File: src/rtl/hdlc_acx_pkg.sv
package hdlc_acx_pkg;

  typedef enum logic [2:0] {
    ST_IDLE,
    ST_ADDR_LO,
    ST_ADDR_HI,
    ST_CTRL_LO,
    ST_CTRL_HI,
    ST_BODY
  } rxPhase_e;

  // per-frame configuration, latched on the start octet
  typedef struct packed {
    logic bypass;
    logic promisc;
    logic extAddr;
    logic extCtrl;
    logic forceAddr;
    logic forceCtrl;
    logic fcsLong;
  } acxCfg_t;

  // strobes from control to datapath, valid for the current input octet
  typedef struct packed {
    logic flush;
    logic capAddrLo;
    logic capAddrHi;
    logic capCtrlLo;
    logic capCtrlHi;
    logic addrTwo;
    logic ctrlTwo;
    logic hdrDone;
    logic push;
    logic last;
    logic fcsLong;
  } acxStrobe_t;

endpackage

File: src/rtl/hdlc_acx_ctrl.sv
module hdlc_acx_ctrl
  import hdlc_acx_pkg::*;
(
  input  logic       clk,
  input  logic       rstN,
  input  logic       inValid,
  input  logic       inSof,
  input  logic       inEof,
  input  logic [1:0] lowBits,
  input  acxCfg_t    cfgIn,
  output acxStrobe_t strb
);

  rxPhase_e phase, curPhase, nextPhase;
  acxCfg_t  cfgLat, cfgNow;
  logic     sofHit, extAddrOn, extCtrlOn, addrWide, ctrlWide;

  assign sofHit = inValid & inSof;

  always_comb begin
    cfgNow    = sofHit ? cfgIn : cfgLat;
    curPhase  = sofHit ? (cfgIn.bypass ? ST_BODY : ST_ADDR_LO) : phase;
    extAddrOn = cfgNow.extAddr & ~cfgNow.promisc;
    extCtrlOn = cfgNow.extCtrl & ~cfgNow.promisc;
    addrWide  = extAddrOn & (cfgNow.forceAddr | ~lowBits[0]);
    ctrlWide  = extCtrlOn & (cfgNow.forceCtrl | (lowBits != 2'b11));
  end

  always_comb begin
    strb         = '0;
    strb.flush   = sofHit;
    strb.fcsLong = cfgNow.fcsLong;
    strb.addrTwo = addrWide;
    strb.ctrlTwo = ctrlWide;
    nextPhase    = curPhase;
    if (inValid && curPhase != ST_IDLE) begin
      case (curPhase)
        ST_ADDR_LO: begin
          strb.capAddrLo = 1'b1;
          nextPhase      = addrWide ? ST_ADDR_HI : ST_CTRL_LO;
        end
        ST_ADDR_HI: begin
          strb.capAddrHi = 1'b1;
          nextPhase      = ST_CTRL_LO;
        end
        ST_CTRL_LO: begin
          strb.capCtrlLo = 1'b1;
          strb.hdrDone   = ~ctrlWide;
          nextPhase      = ctrlWide ? ST_CTRL_HI : ST_BODY;
        end
        ST_CTRL_HI: begin
          strb.capCtrlHi = 1'b1;
          strb.hdrDone   = 1'b1;
          nextPhase      = ST_BODY;
        end
        default: strb.push = 1'b1;
      endcase
      if (inEof) begin
        strb.last = 1'b1;
        nextPhase = ST_IDLE;
      end
    end
  end

  always_ff @(posedge clk or negedge rstN) begin
    if (!rstN) begin
      phase  <= ST_IDLE;
      cfgLat <= '0;
    end else begin
      phase <= nextPhase;
      if (sofHit) cfgLat <= cfgIn;
    end
  end

endmodule

File: src/rtl/hdlc_acx_dpath.sv
module hdlc_acx_dpath
  import hdlc_acx_pkg::*;
#(
  parameter int OCTET_W          = 8,
  parameter int FCS_SHORT_OCTETS = 2,
  parameter int FCS_LONG_OCTETS  = 4
) (
  input  logic                               clk,
  input  logic                               rstN,
  input  logic [OCTET_W-1:0]                 inData,
  input  acxStrobe_t                         strb,
  output logic                               hdrValid,
  output logic [2*OCTET_W-1:0]               addrOut,
  output logic                               addrTwo,
  output logic [2*OCTET_W-1:0]               ctrlOut,
  output logic                               ctrlTwo,
  output logic                               dataValid,
  output logic [OCTET_W-1:0]                 dataOut,
  output logic                               dataLast,
  output logic                               fcsValid,
  output logic [FCS_LONG_OCTETS*OCTET_W-1:0] fcsOut,
  output logic                               shortErr
);

  localparam int CNT_W = $clog2(FCS_LONG_OCTETS + 2);
  localparam int FCS_W = FCS_LONG_OCTETS * OCTET_W;
  localparam logic [CNT_W-1:0] NEED_S = CNT_W'(FCS_SHORT_OCTETS);
  localparam logic [CNT_W-1:0] NEED_L = CNT_W'(FCS_LONG_OCTETS);

  logic [OCTET_W-1:0] hold [FCS_LONG_OCTETS];
  logic [OCTET_W-1:0] win  [FCS_LONG_OCTETS];
  logic [CNT_W-1:0]   cnt, baseCnt, cntInc, need;
  logic [OCTET_W-1:0] emitOct;
  logic [FCS_W-1:0]   fcsNext;
  logic               emit, shortNow;

  always_comb begin
    baseCnt  = strb.flush ? '0 : cnt;
    need     = strb.fcsLong ? NEED_L : NEED_S;
    cntInc   = baseCnt + CNT_W'(1);
    emit     = strb.push && (baseCnt == need);
    shortNow = strb.last && (!strb.push || (cntInc < need));
    emitOct  = '0;
    for (int i = 0; i < FCS_LONG_OCTETS; i++) begin
      if (CNT_W'(i + 1) == need) emitOct = hold[i];
    end
  end

  // window of the newest octets including the current one
  genvar j;
  generate
    for (j = 0; j < FCS_LONG_OCTETS; j++) begin : g_win
      if (j == 0) begin : g_new
        assign win[j] = inData;
      end else begin : g_old
        assign win[j] = hold[j-1];
      end
      if (j < FCS_SHORT_OCTETS) begin : g_always
        assign fcsNext[j*OCTET_W +: OCTET_W] = win[j];
      end else begin : g_longOnly
        assign fcsNext[j*OCTET_W +: OCTET_W] = strb.fcsLong ? win[j] : '0;
      end
    end
  endgenerate

  always_ff @(posedge clk or negedge rstN) begin
    if (!rstN) begin
      for (int i = 0; i < FCS_LONG_OCTETS; i++) hold[i] <= '0;
      cnt       <= '0;
      hdrValid  <= 1'b0;
      addrOut   <= '0;
      addrTwo   <= 1'b0;
      ctrlOut   <= '0;
      ctrlTwo   <= 1'b0;
      dataValid <= 1'b0;
      dataOut   <= '0;
      dataLast  <= 1'b0;
      fcsValid  <= 1'b0;
      fcsOut    <= '0;
      shortErr  <= 1'b0;
    end else begin
      if (strb.capAddrLo) begin
        addrOut <= {{OCTET_W{1'b0}}, inData};
        addrTwo <= strb.addrTwo;
      end
      if (strb.capAddrHi) addrOut[2*OCTET_W-1:OCTET_W] <= inData;
      if (strb.capCtrlLo) begin
        ctrlOut <= {{OCTET_W{1'b0}}, inData};
        ctrlTwo <= strb.ctrlTwo;
      end
      if (strb.capCtrlHi) ctrlOut[2*OCTET_W-1:OCTET_W] <= inData;
      hdrValid <= strb.hdrDone;

      if (strb.push) begin
        for (int i = FCS_LONG_OCTETS - 1; i > 0; i--) hold[i] <= hold[i-1];
        hold[0] <= inData;
      end
      if (strb.last)      cnt <= '0;
      else if (strb.push) cnt <= emit ? need : cntInc;
      else                cnt <= baseCnt;

      dataValid <= emit;
      if (emit) dataOut <= emitOct;
      dataLast <= emit && strb.last;
      fcsValid <= strb.last && !shortNow;
      if (strb.last && !shortNow) fcsOut <= fcsNext;
      shortErr <= shortNow;
    end
  end

endmodule

File: src/rtl/hdlc_addr_ctrl_extract.sv
module hdlc_addr_ctrl_extract
  import hdlc_acx_pkg::*;
#(
  parameter int OCTET_W          = 8,
  parameter int FCS_SHORT_OCTETS = 2,
  parameter int FCS_LONG_OCTETS  = 4
) (
  input  logic                               clk,
  input  logic                               rstN,
  input  logic                               inValid,
  input  logic [OCTET_W-1:0]                 inData,
  input  logic                               inSof,
  input  logic                               inEof,
  input  logic                               cfgBypass,
  input  logic                               cfgPromisc,
  input  logic                               cfgExtAddr,
  input  logic                               cfgExtCtrl,
  input  logic                               cfgForceAddr,
  input  logic                               cfgForceCtrl,
  input  logic                               cfgFcsLong,
  output logic                               hdrValid,
  output logic [2*OCTET_W-1:0]               addrOut,
  output logic                               addrTwo,
  output logic [2*OCTET_W-1:0]               ctrlOut,
  output logic                               ctrlTwo,
  output logic                               dataValid,
  output logic [OCTET_W-1:0]                 dataOut,
  output logic                               dataLast,
  output logic                               fcsValid,
  output logic [FCS_LONG_OCTETS*OCTET_W-1:0] fcsOut,
  output logic                               shortErr
);

  acxCfg_t    cfgIn;
  acxStrobe_t strb;

  always_comb begin
    cfgIn.bypass    = cfgBypass;
    cfgIn.promisc   = cfgPromisc;
    cfgIn.extAddr   = cfgExtAddr;
    cfgIn.extCtrl   = cfgExtCtrl;
    cfgIn.forceAddr = cfgForceAddr;
    cfgIn.forceCtrl = cfgForceCtrl;
    cfgIn.fcsLong   = cfgFcsLong;
  end

  hdlc_acx_ctrl u_ctrl (
    .clk     (clk),
    .rstN    (rstN),
    .inValid (inValid),
    .inSof   (inSof),
    .inEof   (inEof),
    .lowBits (inData[1:0]),
    .cfgIn   (cfgIn),
    .strb    (strb)
  );

  hdlc_acx_dpath #(
    .OCTET_W          (OCTET_W),
    .FCS_SHORT_OCTETS (FCS_SHORT_OCTETS),
    .FCS_LONG_OCTETS  (FCS_LONG_OCTETS)
  ) u_dpath (
    .clk       (clk),
    .rstN      (rstN),
    .inData    (inData),
    .strb      (strb),
    .hdrValid  (hdrValid),
    .addrOut   (addrOut),
    .addrTwo   (addrTwo),
    .ctrlOut   (ctrlOut),
    .ctrlTwo   (ctrlTwo),
    .dataValid (dataValid),
    .dataOut   (dataOut),
    .dataLast  (dataLast),
    .fcsValid  (fcsValid),
    .fcsOut    (fcsOut),
    .shortErr  (shortErr)
  );

endmodule

File: config.mk
export PLATFORM = sky130hd
export DESIGN_NAME = hdlc_addr_ctrl_extract
export DESIGN_NICKNAME = d
export VERILOG_FILES = /design/src/rtl/hdlc_acx_pkg.sv /design/src/rtl/hdlc_acx_ctrl.sv /design/src/rtl/hdlc_acx_dpath.sv /design/src/rtl/hdlc_addr_ctrl_extract.sv
export SDC_FILE = /design/constraint.sdc
export NUM_CORES = 1
export LEC_CHECK = 0
export BUFFER_PORTS_ARGS = -buffer_cell sky130_fd_sc_hd__buf_4
export CAP_MARGIN = 15
export CORE_MARGIN = 3
export CORE_UTILIZATION = 56
export CTS_CLUSTER_DIAMETER = 150
export DETAILED_ROUTE_END_ITERATION = 12
export PLACE_DENSITY = 0.79
export SETUP_SLACK_MARGIN = 0.15
export SLEW_MARGIN = 20
export SYNTH_ARGS = -nofsm -noshare
export SYNTH_HDL_FRONTEND = slang
export SYNTH_HIERARCHICAL = 1
export SYNTH_SLANG_ARGS = --single-unit
File: constraint.sdc
create_clock -name clk -period 7.3 [get_ports clk]
set_input_delay 1.095 -clock clk [delete_from_list [all_inputs] [get_ports clk]]
set_output_delay 1.095 -clock clk [all_outputs]
set_load 0.02 [all_outputs]
==> results of run 1 <==
-- sequential cells by signal, indices dropped and copies added (netlist names), 6 cells and up --
name,cells
u_dpath/dataOut,8
u_dpath/fcsNext,8
u_ctrl/cfgLat,6
u_dpath/addrOut,16
u_dpath/ctrlOut,16
u_dpath/fcsOut,32
u_dpath/hold,24
-- layout by cell type (no fill, tap or decap), types with 2 or more instances in the layout --
cell        netlist  layout
a211o_1           2       2
a21oi_1           5       5
a22o_1           17      17
a31oi_1           3       3
and4b_1           2       2
buf_4             5     103
bufinv_16         0       3
clkbuf_16         0      16
clkbuf_8          0       2
clkinv_2          0       2
clkinvlp_4        0       4
dfrtp_1         123     123
inv_1            26      26
inv_6             0       3
mux2_2           56      56
mux2_4           13      13
mux2i_1          27      27
nand2_1          30      30
nand3_1           3       3
nor2_1           10      10
nor2b_1           3       3
nor3_1            4       4
o21ai_0          12      12
o21ai_1           2       2
xnor2_1           2       2
xor2_1            4       4
-- how the worst max path moves through the flow --
stage                 start                 end  slack (ns)
CTS                   inSof   u_dpath/fcsOut[6]        3.45
detailed placement    inSof   u_dpath/fcsOut[6]        2.95
floorplan           inValid  u_dpath/fcsOut[10]        3.88
global route        inValid   u_dpath/fcsOut[6]        3.69
finish                inSof   u_dpath/fcsOut[6]        3.84
global placement      inSof   u_dpath/fcsOut[5]        3.08
-- power by group through the flow --
stage               Sequential [mW]  Combinational (mW)  Clock, mW
global route                   1.19                1.04      0.882
finish                         1.16               0.966      0.836
CTS                            1.16               0.974      0.851
global placement               1.14               0.934          0
detailed placement             1.16               0.960          0
floorplan                      1.32               0.374          0
-- metal layers --
metal  up-vias  wire length, um  part of all wire, %
met4         0               74                 0.67
met5         -                0                    0
met3         4              665                  6.0
met1      1707             4740                   43
met2       106             5600                   51
li1       1561                -                    -
-- area by class of cell --
cell class              count  share of cell area (%)
clock buffers              19                    6.57
clock inverters            13                    2.51
inverters                  26                    1.49
multi-input cells         217                    28.4
flip-flops and latches    123                    46.8
well taps                 108                    2.06
repair buffers            105                    12.2
-- cell families (layout without fill, tap and decap cells) --
logic type	count (synthesis)	count (layout)	synth area share, %
multiplexers	96	96	21.2
flip-flops	123	123	59.4
buffers and inverters	52	163	4.93
XOR/XNOR	6	6	1.01
AO/OA/AOI/OAI	51	51	7.18
adder cells (fa/ha/maj)	1	1	0.242
AND/OR/NAND/NOR	63	63	6.02
-- worst min-delay path, stage by stage (launching register included) --
cell     delay, ns
dfrtp_1       0.34
nand2_1       0.04
o21ai_0       0.06
-- through the flow --
stage / cells / util [%] / area [sq um] / setup WS (ns)
2_1_floorplan: 392 / - / 5180 / 3.88
3_3_place_gp: 577 / 67.1 / 5940 / 3.08
3_5_place_dp: 577 / 67.1 / 5940 / 2.95
4_1_cts: 609 / 73.9 / 6540 / 3.45
5_1_grt: 611 / 74.3 / 6570 / 3.69
6_report: 611 / 74.3 / 6570 / 3.84
-- synth_stat cells (4+ instances only) --
library cell	count
mux2_2	56
a22o_1	17
buf_6	4
mux2_4	13
nor2_1	10
xor2_1	4
mux2i_1	27
clkbuf_1	6
dfrtp_1	123
nor3_1	4
inv_1	26
nand2_1	30
buf_4	5
o21ai_0	12
a21oi_1	5
buf_2	8
==> results.py, run 1 <==
metrics = {
    "yosys": {
        "synth-edff-count": 0,
        "ys.warnings.count": 6,
        "synthArstFlopShare_pct": 100,
        "synth_nets": 413,
        "syn_area_per_cell_sq_um": 13.2,
        "synth_top_area_share_pct": 59.4,
        "ys_top_cells_by_area": "dfrtp_1 (59%), mux2_2 (12%), mux2i_1 (5.2%), mux2_4 (3.8%), a22o_1 (2.9%)",
        "ys_seq_area_share_pct": 59.4,
        "synth_flop_cell": "dfrtp_1",
        "yosysUniqueCellTypes": 47,
        "syn_inst": 392,
        "synth_area_sq_um": 5180,
        "yosysTopAreaCell": "dfrtp_1",
        "ys_seq_elements": 123,
    },
    "worst_hold_path": {
        "hp-class": "flop to flop",
        "min_to": "u_dpath/dataOut[1]",
        "min_from": "u_dpath/dataOut[1]",
        "holdPathStages": 2,
    },
    "final_layout": {
        "layout-drive-gt1-share_pct": 42.1,
        "fillers": 601,
        "antenna_cells": 0,
        "multi_input_area_sq_um": 1860,
        "fin_nets": 511,
        "area_delta_synth_final_pct": 26.9,
        "seq_area_sq_um": 3080,
    },
    "clock_network": {
        "ctsHtreeMaxLevel": 4,
        "cts_sinks": 123,
        "insertion_delay_ns": 0.51,
        "cts_tree": "yes",
        "cts.path.max_buffers": 2,
        "cts_buffers": 17,
        "ctsResizeCount": 0,
        "path_clk_slew_ns": 0.06,
        "ctsHoldBuffers": 0,
        "cts_root_buf": "clkbuf_8",
        "post_cts_buffers": 0,
    },
    "sta": {
        "finalHoldViolations": 0,
        "hold_slack_ns": 0.481,
        "min_period_ns": 3.46,
        "rsz0062_at_grt": "no",
        "slew_headroom_pct": 56.7,
        "fmax_mhz": 289,
        "drv_slew": 0,
        "min_period_over_period_pct": 47.4,
        "fin_skew_ns": 0.0171,
        "tightest_slew_ns": 0.650,
        "fin_tns_setup_ns": 0,
        "setup_viol": 0,
    },
    "global_route": {
        "overflow": 0,
        "busiest_layer": "met2",
        "antenna_found_initial": 0,
        "grtUsageMet1_pct": 28.5,
        "grt_util_met2_pct": 37.0,
        "grt_pass1_vias": 3532,
        "use_met3_pct": 7.58,
        "grt_start_max_net_pins": 86,
        "grt_use_total_pct": 22.6,
        "grt_first_pass_wirelength_mm": 17.8,
    },
    "power_and_ir_drop": {
        "power_frac_seq_pct": 39.1,
        "switchingPower_mw": 0.997,
        "vdd.ir_drop.worst_v": 0.000341,
        "p_leak_nw": 3.36,
        "pwr-share-comb_pct": 32.6,
        "power.internal_mw": 1.96,
        "switching_share_pct": 33.7,
        "power_mw": 2.96,
        "powerDensity_nw_per_um2": 450,
        "clkPwrFrac_pct": 28.3,
    },
    "place": {
        "finalWeightedCongestion": 0.825,
        "dpl.hpwl_mm": 7.13,
        "place.port_buffers": 98,
    },
    "die": {
        "coreArea_sq_um": 8850,
        "start_util_pct": 58.5,
        "die_w_um": 102,
        "die_y_um": 102,
        "rows": 34,
        "die_area_sq_um": 10400,
        "ios": 99,
    },
    "setup_path": {
        "r2r_end": "u_dpath/fcsOut[6]",
        "regToRegSetupSlack_ns": 4.53,
        "startpoint_type": "primary input",
        "path_class": "primary input to flop",
        "slowest_stage": "mux2_2",
        "cp_max_fo": 33,
        "worstPathArrival_ns": 3.84,
        "cp.depth": 9,
        "critical-path-max-stage-delay_ns": 0.67,
        "r2r_cells": 6,
        "endpoint_kind": "flop",
        "critPathBufInv": 2,
        "crit_required_ns": 7.68,
        "crit_chain": "buf_4 > nand2_4 > mux2_2 > inv_1 > ha_1 > nand2b_1 > o21ai_2 > nand3_4 > mux2_4",
        "r2r_start": "u_ctrl/phase[0]",
        "critPathTopFamily": "multiplexers",
    },
    "detailed_routing": {
        "initialDrtViolationCount": 117,
        "viasPerCell": 5.53,
        "route.detailed.drc": 0,
        "routed_wl_mm": 11.1,
        "wl_per_cell_um": 18.1,
        "first_pass_iters": 4,
        "ant_nets": 0,
        "vias": 3378,
    },
    "flow_run": {
        "cap_violations": 0,
    },
    "status": {
        "status": "finished clean",
    },
}
Note: power is estimated with default switching activity, not from simulation.
==> run 2, diff against run 1 <==
Settings changed: CORE_UTILIZATION 56 to 55, PLACE_DENSITY 0.79 to 0.77.
Clock period 7.3 ns to 3.59 ns, I/O delays scaled along.
==> results.py, run 2 (synthesis gave the netlist of run 1 again) <==
metrics = {
    "status": {
        "status": "finished clean",
    },
    "final_layout": {
        "fillers": 584,
        "final_cell_mix": "dfrtp_1 (123), buf_4 (106), mux2_2 (56), nand2_1 (30), mux2i_1 (27)",
        "area_delta_synth_final_pct": 27.2,
        "fin_nets": 513,
        "layout-drive-gt1-share_pct": 42.6,
        "top_regs": "u_dpath/fcsOut x32, u_dpath/hold x24",
        "final_common_cell": "dfrtp_1",
        "seq_area_sq_um": 3080,
        "largest_reg_flops": 32,
        "antenna_cells": 0,
        "multi_input_area_sq_um": 1860,
        "post-route-util_pct": 73.7,
        "largest_register": "u_dpath/fcsOut",
        "final_cells": 613,
        "fin_area_sq_um": 6590,
    },
    "global_route": {
        "antenna_found_initial": 0,
        "overflow": 0,
        "grt_start_max_net_pins": 40,
        "use_met3_pct": 7.78,
        "grt_first_pass_wirelength_mm": 17.4,
        "grt_use_total_pct": 21.3,
        "grt_util_met2_pct": 31.7,
        "busiest_layer": "met2",
        "grt_pass1_vias": 3402,
        "grtUsageMet1_pct": 29.5,
    },
    "clock_network": {
        "ctsHtreeMaxLevel": 4,
        "cts_sinks": 123,
        "ctsResizeCount": 0,
        "cts_buffers": 17,
        "cts_root_buf": "clkbuf_8",
        "cts.path.max_buffers": 2,
        "post_cts_buffers": 0,
        "insertion_delay_ns": 0.50,
        "cts_tree": "yes",
        "path_clk_slew_ns": 0.06,
        "ctsHoldBuffers": 0,
    },
    "place": {
        "dp.cells": 581,
        "dpl.hpwl_mm": 7.03,
        "pre_cts_ws_ns": 0.566,
        "finalWeightedCongestion": 0.871,
        "place.port_buffers": 98,
        "dpl_cell_area_sq_um": 5980,
    },
    "setup_path": {
        "crit_required_ns": 3.97,
        "worstPathArrival_ns": 3.02,
        "cp_max_fo": 18,
        "path_class": "flop to flop",
        "critPathBufInv": 1,
        "slowest_stage": "dfrtp_1",
        "critPathTopFamily": "simple AND/OR/NAND/NOR gates",
        "critical-path-max-stage-delay_ns": 0.55,
        "startpoint_type": "flop",
        "crit_chain": "or2_1 > o31a_1 > and2_1 > nand3_2 > buf_12 > mux2_4",
        "endpoint_kind": "flop",
    },
    "power_and_ir_drop": {
        "power_mw": 6.00,
        "p_leak_nw": 3.39,
        "vdd.ir_drop.worst_v": 0.000628,
        "powerDensity_nw_per_um2": 911,
    },
    "sta": {
        "fin_skew_ns": 0.0105,
        "setup_ws_ns": 0.951,
        "slew_headroom_pct": 44.8,
        "min_period_over_period_pct": 73.5,
        "fmax_mhz": 379,
        "tightest_slew_ns": 0.825,
        "rsz0062_at_grt": "no",
        "fin_tns_setup_ns": 0,
        "finalHoldViolations": 0,
        "setup_viol": 0,
        "drv_slew": 0,
        "hold_slack_ns": 0.000273,
        "min_period_ns": 2.64,
    },
    "detailed_routing": {
        "wl_per_cell_um": 17.1,
        "ant_nets": 0,
        "routed_wl_mm": 10.5,
        "first_pass_iters": 5,
        "viasPerCell": 5.54,
        "vias": 3396,
        "route.detailed.drc": 0,
        "initialDrtViolationCount": 100,
    },
    "worst_hold_path": {
        "hp-class": "primary input to async pin",
    },
    "die": {
        "die_y_um": 103,
        "die_w_um": 103,
        "ios": 99,
        "coreArea_sq_um": 8930,
        "die_area_sq_um": 10600,
        "rows": 34,
        "start_util_pct": 58.0,
    },
    "flow_run": {
        "cap_violations": 0,
    },
}
==> run 2: final cells by class <==
cell class | count | area share [%]
repair buffers | 107 | 12.4
well taps | 108 | 2.05
clock buffers | 17 | 6.29
clock inverters | 15 | 2.87
multi-input cells | 217 | 28.2
inverters | 26 | 1.48
flip-flops and latches | 123 | 46.7
==> run 2: where the power goes <==
group	internal (mW)	leakage (nW)	total (mW)	switching [mW]
logic	0.971	1.57	1.94	0.972
registers	1.94	1.52	2.34	0.400
clock network	1.07	0.295	1.72	0.644
total	3.98	3.39	6.00	2.02
==> run 2: worst paths after layout <==
path	to	slack, ns	startpoint	cells past startpoint
setup / recovery	u_dpath/fcsOut[9]	0.95	u_ctrl/phase[0]	6
hold / removal	u_dpath/cnt[1]	0.0003	rstN	1
setup reg to reg	u_dpath/fcsOut[9]	0.95	u_ctrl/phase[0]	6
hold reg to reg	u_dpath/dataOut[3]	0.48	u_dpath/dataOut[3]	2
max in group asynchronous	u_dpath/fcsOut[9]	2.81	rstN	2
min in group clk	u_ctrl/cfgLat[3]	0.28	cfgExtCtrl	2
==> run 2: layer usage <==
layer	share of wire, %	vias up
li1	-	1565
met1	46	1727
met2	46	100
met3	7.0	4
met4	0.41	0
met5	0	-
==> run 2: worst register-to-register path, cell delays in order (launching register included) <==
cell	delay (ns)
dfrtp_1	0.55
or2_1	0.24
o31a_1	0.19
and2_1	0.31
nand3_2	0.54
buf_12	0.39
mux2_4	0.30
